--- src/rtl/fpinv_pkg.sv ---
package fpinv_pkg;

    localparam int EXP_W  = 8;
    localparam int FRAC_W = 23;
    localparam int WORD_W = 1 + EXP_W + FRAC_W;

    localparam logic [WORD_W-1:0] QNAN_DEFAULT = 32'h7FC0_0000;
    localparam logic [WORD_W-1:0] CMP_UNORDERED = 32'h0000_0008;

    typedef enum logic [2:0] {
        OP_ADD    = 3'd0,
        OP_SUB    = 3'd1,
        OP_MUL    = 3'd2,
        OP_DIV    = 3'd3,
        OP_CMP_LT = 3'd4,
        OP_CMP_GT = 3'd5,
        OP_CMP_EQ = 3'd6,
        OP_RSVD   = 3'd7
    } fp_op_e;

    typedef struct packed {
        logic sign;
        logic is_zero;
        logic is_inf;
        logic is_snan;
        logic is_qnan;
        logic is_den;
    } fp_cls_t;

    typedef struct packed {
        logic                invalid;
        logic                unimpl;
        logic                trap;
        logic                we;
        logic [WORD_W-1:0]   data;
    } fp_dec_t;

    function automatic logic op_is_arith(fp_op_e op);
        return (op == OP_ADD) || (op == OP_SUB) || (op == OP_MUL) || (op == OP_DIV);
    endfunction

    function automatic logic op_is_cmp(fp_op_e op);
        return (op == OP_CMP_LT) || (op == OP_CMP_GT) || (op == OP_CMP_EQ);
    endfunction

endpackage

--- src/rtl/fpinv_classify.sv ---
module fpinv_classify
    import fpinv_pkg::*;
#(
    parameter int EW = EXP_W,
    parameter int FW = FRAC_W
) (
    input  logic [EW+FW:0] word,
    output fp_cls_t        cls
);
    localparam int QBIT = FW - 1;

    logic [EW-1:0] expo;
    logic [FW-1:0] frac;
    logic          exp_max;
    logic          exp_min;
    logic          frac_nz;

    assign expo    = word[FW +: EW];
    assign frac    = word[FW-1:0];
    assign exp_max = &expo;
    assign exp_min = ~|expo;
    assign frac_nz = |frac;

    always_comb begin
        cls.sign    = word[EW+FW];
        cls.is_zero = exp_min & ~frac_nz;
        cls.is_den  = exp_min &  frac_nz;
        cls.is_inf  = exp_max & ~frac_nz;
        cls.is_qnan = exp_max &  frac[QBIT];
        cls.is_snan = exp_max &  frac_nz & ~frac[QBIT];
    end
endmodule

--- src/rtl/fpinv_rules.sv ---
module fpinv_rules
    import fpinv_pkg::*;
(
    input  fp_op_e              op,
    input  fp_cls_t             ca,
    input  fp_cls_t             cb,
    input  logic [WORD_W-1:0]   dp_result,
    input  logic                res_den,
    input  logic                inv_en,
    input  logic                flush,
    output fp_dec_t             dec
);
    logic any_snan;
    logic any_nan;
    logic both_inf;
    logic op_rule;
    logic invalid_c;
    logic unimpl_c;
    logic is_cmp;

    assign any_snan = ca.is_snan | cb.is_snan;
    assign any_nan  = any_snan | ca.is_qnan | cb.is_qnan;
    assign both_inf = ca.is_inf & cb.is_inf;
    assign is_cmp   = op_is_cmp(op);

    always_comb begin
        unique case (op)
            OP_ADD:    op_rule = both_inf &  (ca.sign ^ cb.sign);
            OP_SUB:    op_rule = both_inf & ~(ca.sign ^ cb.sign);
            OP_MUL:    op_rule = (ca.is_zero & cb.is_inf) | (ca.is_inf & cb.is_zero);
            OP_DIV:    op_rule = (ca.is_zero & cb.is_zero) | both_inf;
            OP_CMP_LT,
            OP_CMP_GT: op_rule = any_nan;
            default:   op_rule = 1'b0;
        endcase
    end

    assign invalid_c = any_snan | op_rule;
    assign unimpl_c  = ~flush & (ca.is_den | cb.is_den | (op_is_arith(op) & res_den));

    always_comb begin
        dec = '0;
        if (unimpl_c) begin
            dec.unimpl = 1'b1;
            dec.trap   = 1'b1;
            dec.we     = 1'b0;
            dec.data   = dp_result;
        end else if (invalid_c) begin
            dec.invalid = 1'b1;
            dec.trap    = inv_en;
            dec.we      = ~inv_en;
            dec.data    = is_cmp ? CMP_UNORDERED : QNAN_DEFAULT;
        end else begin
            dec.we   = 1'b1;
            dec.data = (is_cmp && any_nan) ? CMP_UNORDERED : dp_result;
        end
    end
endmodule

--- src/rtl/fpinv_top.sv ---
module fpinv_top
    import fpinv_pkg::*;
(
    input  logic                clk,
    input  logic                rst,
    input  logic                in_valid,
    input  logic [2:0]          op,
    input  logic [WORD_W-1:0]   opnd_a,
    input  logic [WORD_W-1:0]   opnd_b,
    input  logic [WORD_W-1:0]   dp_result,
    input  logic                dp_res_denorm,
    input  logic                ctl_inv_en,
    input  logic                ctl_flush,
    output logic                out_valid,
    output logic                flag_invalid,
    output logic                flag_unimpl,
    output logic                trap_req,
    output logic                dest_we,
    output logic [WORD_W-1:0]   dest_data
);
    localparam int NUM_OPND = 2;

    logic [WORD_W-1:0] opnd_arr [NUM_OPND];
    fp_cls_t           cls_arr  [NUM_OPND];
    fp_dec_t           dec;

    assign opnd_arr[0] = opnd_a;
    assign opnd_arr[1] = opnd_b;

    for (genvar i = 0; i < NUM_OPND; i++) begin : g_cls
        fpinv_classify #(.EW(EXP_W), .FW(FRAC_W)) u_cls (
            .word (opnd_arr[i]),
            .cls  (cls_arr[i])
        );
    end

    fpinv_rules u_rules (
        .op        (fp_op_e'(op)),
        .ca        (cls_arr[0]),
        .cb        (cls_arr[1]),
        .dp_result (dp_result),
        .res_den   (dp_res_denorm),
        .inv_en    (ctl_inv_en),
        .flush     (ctl_flush),
        .dec       (dec)
    );

    always_ff @(posedge clk) begin
        if (rst) begin
            out_valid    <= 1'b0;
            flag_invalid <= 1'b0;
            flag_unimpl  <= 1'b0;
            trap_req     <= 1'b0;
            dest_we      <= 1'b0;
            dest_data    <= '0;
        end else begin
            out_valid    <= in_valid;
            flag_invalid <= in_valid & dec.invalid;
            flag_unimpl  <= in_valid & dec.unimpl;
            trap_req     <= in_valid & dec.trap;
            dest_we      <= in_valid & dec.we;
            if (in_valid) begin
                dest_data <= dec.data;
            end
        end
    end
endmodule

--- config.mk ---
export PLATFORM = sky130hd
export DESIGN_NAME = fpinv_top
export DESIGN_NICKNAME = d
export VERILOG_FILES = /design/src/rtl/fpinv_pkg.sv /design/src/rtl/fpinv_classify.sv /design/src/rtl/fpinv_rules.sv /design/src/rtl/fpinv_top.sv
export SDC_FILE = /design/constraint.sdc
export NUM_CORES = 1
export LEC_CHECK = 0
export BUFFER_PORTS_ARGS = -buffer_cell sky130_fd_sc_hd__buf_2
export CAP_MARGIN = 20
export CORE_UTILIZATION = 30
export DETAILED_ROUTE_END_ITERATION = 10
export HOLD_SLACK_MARGIN = 0.15
export PLACE_DENSITY_LB_ADDON = 0.15
export SYNTH_ARGS = -nofsm -noshare
export SYNTH_HDL_FRONTEND = slang
export SYNTH_SLANG_ARGS = --single-unit
--- constraint.sdc ---
create_clock -name clk -period 2.76 [get_ports clk]
set_clock_uncertainty 0.05 [all_clocks]
set_input_delay 0.276 -clock clk [delete_from_list [all_inputs] [get_ports clk]]
set_output_delay 0.276 -clock clk [all_outputs]
set_load 0.1 [all_outputs]
==> impl_results.md, run 1 <==
- Core area: between 5000 and 6000 sq um
- Final Hold Fails: 0
- Crit path cell chain: buf_2 > or4_4 > o41ai_1 > a21oi_1 > nor4b_4 > o221ai_2 > o32ai_1
- Asr flop ratio synth: 0
- Row count: 26
- Post-DP HPWL: roughly 4000 um
- Max clock buf depth: 2
- Port Buffer Count: roughly 140
- Most used flip-flop cell after synthesis: dfxtp_1
- Crit path time final: approximately 2.4 ns
- Tightest Hold Check Type: in -> reg
- Worst Path Buf+Inv: 1
- Synth cell types: 37
- RSZ-0062 raised after global routing: false
- Routability-driven placement congestion ratio: roughly 0.8
- Hold WS: between 0.15 and 0.2 ns
- Period utilisation layout: 0.872
- Gr ovfl total: 0
- Clk_lat worst skew: about 0.28 ns
- TritonCTS clock tree: yes
- CTS root buf: clkbuf_8
- Register area share after synthesis: 0.443
- Area grow syn2layout: 53.6%
- Most frequent cells in the layout: buf_2 (141), dfxtp_1 (37), nor2_1 (25)
- Critical path required time: 2.90 ns
- Crit path kind: in -> reg
- Initial core utilization: 0.319
- Ys Warns: 0
- Synthesized Nets: between 200 and 300
- Ports: 142
- Initial antenna violation count: 0
- Total Routing Usage GR: 0.172
- Maxcap violations: 0
- Number of diodes: 0
- Crit path max-delay cell type: or4_4
- Cts repair resizes: 0
- Worst-margin pin slew: 0.763 ns
- First-pass GRT wire length: just over 8000 um
- Worst slew margin: 0.490
- Final Slew Violations: 0
- Startpoint Class: input pin
- Biggest area consumer among synthesized cells: dfxtp_1
- Largest net degree at the start of global routing: 26
- Vias: 1985
- TritonRoute pass-1 iters: 4
- Drt wl/cell: 12.9 um
- Yosys top cell area share: 0.443
- Max stage delay on crit path: 0.54 ns
- Final setup viols: 0
- Setup crit end kind: register
- Most common cell after layout, fill and taps aside: buf_2
- EDFF count, synth: 0
- Final wirelength: roughly 5000 um
- Via density: 5.08
- Post-CTS setup repair buffer count: 0
- Crit Path Max Fanout: 9
- Worst Path Arrival: around 2.5 ns
- Leakage power total: about 1.2 nW
- Die W: approximately 77 um
- Detailed Route Iter0 Violations: 97
- DRC Markers: 0
- Synthesized area per cell: between 9 and 10 sq um
- Non-Filler Instances: 391
- Post-CTS Hold Fix Bufs: 0
- Synthesized area: 1670 sq um
- Number of global-route vias before repair: around 1.8k
- Peak supply drop: about 360 uV
- Die ar.: about 5900 sq um
- Clk slew on worst S/H paths: ~0.07 ns
- Seq cells post-synth: 37
- Status: complete, no violations
- Largest delay share family, worst path: compound AO/OA/AOI/OAI gates
- Ranking of synthesized cells by area: dfxtp_1 (44%), a32o_1 (13%), o32ai_1 (5.8%), nor2_1 (5.6%), nor4_1 (4.1%)
- Layout Nets: between 400 and 500
- Die H: about 77 um
- TritonCTS Buffers: 5
- H-tree levels: 2
- Cell count after synthesis: between 150 and 200
- Setup TNS: 0 ns
- Number of routed nets with antenna violations: 0
- Layout cell share with drive strength beyond 1: 0.498
- Max Clk Rate: just over 400 MHz
- Pwr dens: between 500 and 600 nW/um^2
- Clock sinks: 37
- DP Cell Count: about 380
## final cells by class
type	count	area [sq um]
clock buffer	7	96.3
clock inverter	1	5.00
fill	554	2670
inverter	3	11.3
multi-input combinational	129	887
sequential	37	741
tap	70	87.6
timing repair buffer	144	741
## per-stage QoR
step / area (sq um) / worst slack [ns] / total power [mW] / utilization
after global routing: 2570 / 0.155 / 1.52 / 0.490
after CTS: 2570 / 0.339 / 1.46 / 0.490
final: 2570 / 0.353 / 1.45 / 0.490
after floorplan: 1670 / 0.228 / 0.927 / -
after global placement: 2470 / 0.0830 / 1.05 / 0.471
after detailed placement: 2470 / 0.0303 / 1.05 / 0.471
## registers in the layout, indices dropped and copies added, names as in the netlist
signal and flops:
dest_data 32, dest_we 1, flag_invalid 1, flag_unimpl 1
out_valid 1, trap_req 1
## cell families (layout without fill, tap and decap cells)
group                     after synthesis  in the layout  synth area share
AOI/OAI and AO/OA                      52             52             0.283
xor gates and xnor gates                2              2            0.0105
buffers and inverters                  13            155            0.0314
DFF                                    37             37             0.443
and+or+nand+nor                        75             75             0.232
## path summary, 6_finish.rpt
path         slack [ns]  cells past startpoint          start             to
max                0.35                      7     opnd_b[28]  dest_data[22]
min                0.18                      2   dp_result[6]   dest_data[6]
max reg2reg        1.94                      4  dest_data[22]  dest_data[22]
min reg2reg        0.40                      2   dest_data[3]   dest_data[3]
## per-layer routing
layer | up-vias | GRT usage | part of all wire
met5 | - | 0 | 0
met4 | 0 | 0.0558 | 0.010
met3 | 7 | 0.0512 | 0.060
met2 | 64 | 0.288 | 0.49
met1 | 914 | 0.210 | 0.44
li1 | 1000 | - | -
## power breakdown
part           internal, mW  switching (mW)
clock network         0.226           0.181
registers             0.568          0.0149
logic                 0.117           0.340
## synthesized netlist by cell type (2+ instances only)
library cell,number
inv_1,2
nor3_1,2
and3_1,2
a21oi_1,2
dfxtp_1,37
buf_2,3
nand4_1,6
xnor2_1,2
or4_1,3
o211ai_1,2
o21ai_0,3
nand2_1,17
nand2b_1,3
nor2_1,25
a32o_1,22
o32ai_1,11
clkbuf_1,7
nor4_1,11
## worst register-to-register path, stage by stage (launching register included)
cell and delay, ns:
dfxtp_1 0.31, nor2_1 0.13, nor2_1 0.05, nand2_1 0.07, o32ai_1 0.07
Power figures use the tool's default switching activity.
==> run 2, diff against run 1 <==
ABC_AREA = 1   (was not set)
==> run 2 against run 1 <==
Total power is 3.5% lower. Die area grew 17%. Clock-buffer cell count shrank 1. Register-to-register slack better by 0.13 ns. Synthesized area grew 18%.
==> impl_results.md, run 2 <==
- Status: complete, no violations
- Layout cell share with drive strength beyond 1: 0.424 (-0.0746)
- Biggest area consumer among synthesized cells: dfxtp_1
- DP Cell Count: 496 (+30%)
- Max stage delay on crit path: 0.23 ns (-0.31 ns)
- Setup TNS: 0 ns (unchanged)
- Clk slew on worst S/H paths: 0.07 ns (about the same)
- Non-Filler Instances: 504 (+29%)
- Detailed Route Iter0 Violations: 32 (-67%)
- Switching Share: 0.373 (+0.00286)
- Number of global-route vias before repair: 1993 (+9.7%)
- Startpoint Class: input pin
- Core area: 6350 sq um (+21%)
- Via density: 4.39 (-14%)
- Synth cell types: 22 (-41%)
- Worst Path Arrival: 1.90 ns (-0.64 ns)
- Crit path time final: 1.75 ns (-0.660 ns)
- Routability-driven placement congestion ratio: 0.731 (-8.1%)
- Most common cell after layout, fill and taps aside: buf_2
- Worst slew margin: 0.519 (+0.0298)
- DRC Markers: 0 (unchanged)
- Port Buffer Count: 141 (unchanged)
- Tightest Hold Check Type: in -> reg
- Gr ovfl total: 0 (unchanged)
- Die H: 82.9 um (+8.2%)
- CTS root buf: clkbuf_8
- Clock sinks: 37 (unchanged)
- Synthesized area: 1970 sq um (+18%)
- Cell Int Power: 0.875 mW (-3.9%)
- Final Hold Fails: 0 (unchanged)
- Largest delay share family, worst path: simple AND/OR/NAND/NOR gates
- Ys Warns: 0 (unchanged)
- Register area share after synthesis: 0.377 (-0.0660)
- Drt wl/cell: 10.3 um (-20%)
- Crit path cell chain: buf_2 > nor2_1 > nand2_1 > nor2_1 > nand3_2 > nor2_1 > nand2_1 > nand2_1 > nand2_1 > nand2_1 > nor2_2 > nand3b_2 > nand2_4 > nand2_1 > nand2_1 > a21oi_1
- Most frequent cells in the layout: buf_2 (141), nand2_1 (79), nor2_1 (41)
- Cts repair resizes: 0 (unchanged)
- Largest net degree at the start of global routing: 33 (+27%)
- Die ar.: 6880 sq um (+17%)
- Post-synth top cells: nand2_1 (79), nor2_1 (41), dfxtp_1 (37)
- First-pass GRT wire length: 8660 um (+6.2%)
- Pwr dens: 499 nW/um^2 (-11%)
- Synthesized area per cell: 6.83 sq um (-27%)
- Clk_lat worst skew: 0.28 ns (about the same)
- Ranking of synthesized cells by area: dfxtp_1 (38%), nand2_1 (15%), nor2_1 (7.8%), a21oi_1 (6.1%), nand3_2 (6.1%)
- Number of routed nets with antenna violations: 0 (unchanged)
- Crit Path Max Fanout: 32 (+23)
- Area grow syn2layout: 42.3%
- RSZ-0062 raised after global routing: false
- Vias: 2211 (+11%)
- Synthesized Nets: 393 (+38%)
- Setup Slack @ Placement: 0.665 ns (+0.635 ns)
- Final wirelength: 5190 um (+3.0%)
- Row count: 29 (+12%)
- EDFF count, synth: 0 (unchanged)
- Crit path max-delay cell type: nand2_4
- Worst-margin pin slew: 0.720 ns (-0.0426 ns)
- Total Routing Usage GR: 0.153 (-0.0187)
- Post-CTS setup repair buffer count: 0 (unchanged)
- Peak supply drop: 237 uV (-34%)
- Tot Pwr: 1.40 mW (-3.5%)
- TritonCTS clock tree: yes
- Reg with most FFs: dest_data
- Crit path kind: in -> reg
- Worst Path Buf+Inv: 1 (unchanged)
- Final setup viols: 0 (unchanged)
- Leakage power total: 1.47 nW (+21%)
- Final Slew Violations: 0 (unchanged)
- Initial antenna violation count: 0 (unchanged)
- Most used flip-flop cell after synthesis: dfxtp_1
- Post-DP HPWL: 3990 um (-0.73%)
- Max clock buf depth: 2 (unchanged)
- Initial core utilization: 0.310 (-0.00984)
- Layout Nets: 531 (+25%)
- Most used cell, CP: nand2_1
- Die W: 82.9 um (+8.2%)
- Critical path required time: 2.92 ns (+0.02 ns)
- Worst setup slack after layout: 1.01 ns (+0.660 ns)
- TritonRoute pass-1 iters: 4 (unchanged)
- TritonCTS Buffers: 5 (unchanged)
- Ports: 142 (unchanged)
- Period utilisation layout: 0.633 (-0.239)
- Clock power frac: 0.281 (about the same)
- Combinational share of power: 0.306 (-0.010)
- H-tree levels: 2 (unchanged)
- Asr flop ratio synth: 0 (unchanged)
- Net Switching: 0.521 mW (-2.8%)
- Hold WS: 0.187 ns (+0.0102 ns)
- Seq cells post-synth: 37 (unchanged)
- Seq pwr share: 0.413 (+0.010)
- Setup crit end kind: register
- Number of flip-flops under the largest register name: 32 (unchanged)
- Most common cell in the netlist: nand2_1
- Max Clk Rate: 572 MHz (+38%)
- Maxcap violations: 0 (unchanged)
- Number of diodes: 0 (unchanged)
- Cell count after synthesis: 288 (+61%)
- Post-CTS Hold Fix Bufs: 0 (unchanged)
- Yosys top cell area share: 0.377 (-0.0660)
## run 2: cell types whose count changed in the layout (fill, tap and decap cells not counted), sizes merged, moves of 4 or more
| cell | delta |
|---|---|
| nor4 | -11 |
| a21oi | +32 |
| o21ai | +7 |
| or4 | -4 |
| nor3 | +7 |
| o32ai | -11 |
| nand4 | -5 |
| nor2 | +20 |
| nand2 | +64 |
| inv | +21 |
| a32o | -22 |
| nand3 | +32 |
## run 2: per-stage QoR
stage          utilization  cell area [sq um]
2_1_floorplan            -               1970
3_3_place_gp         0.425               2700
3_5_place_dp         0.425               2700
4_1_cts              0.441               2800
5_1_grt              0.441               2800
6_report             0.441               2800
## run 2: worst reg2reg max path, stage by stage, from the launching register on
cell and delay [ns]:
dfxtp_1 0.35, nand2_1 0.08, a21oi_2 0.16
## run 2: power groups by stage
stage                     clock network (mW)  logic (mW)  registers, mW
after CTS                              0.408       0.431          0.576
after detailed placement                   0       0.430          0.589
final                                  0.393       0.427          0.576
after floorplan                            0      0.0929          0.804
after global routing                   0.433       0.456          0.580
after global placement                     0       0.428          0.588
## run 2: area by class of cell
cell class / instances / area [sq um]
multi-input cells: 216 / 1060
fillers: 683 / 3550
well taps: 77 / 96.3
inverters: 24 / 90.1
clock inverters: 2 / 13.8
repair buffers: 142 / 713
clock buffers: 6 / 82.6
flip-flops and latches: 37 / 741
## run 2: cell families after synthesis
family / Yosys count / synth area share
xor+xnor: 2 / 0.00891
buf+inv: 35 / 0.0834
flops: 37 / 0.377
compound gates: 44 / 0.131
simple gates: 170 / 0.400
## run 2: per-layer routing
layer / vias up / track usage / share of wire
met3: 7 / 0.0338 / 0.057
met2: 81 / 0.276 / 0.48
met4: 0 / 0.0564 / 0.015
met5: - / 0 / 0
li1: 1198 / - / -
met1: 925 / 0.176 / 0.45
## run 2: path summary, 6_finish.rpt
check,depth (start not counted),from,slack [ns],end
min,3,dp_result[28],0.19,dest_data[28]
max,16,opnd_a[7],1.01,dest_data[3]
min reg2reg,2,dest_data[31],0.42,dest_data[31]
max reg2reg,2,dest_data[2],2.07,dest_data[2]
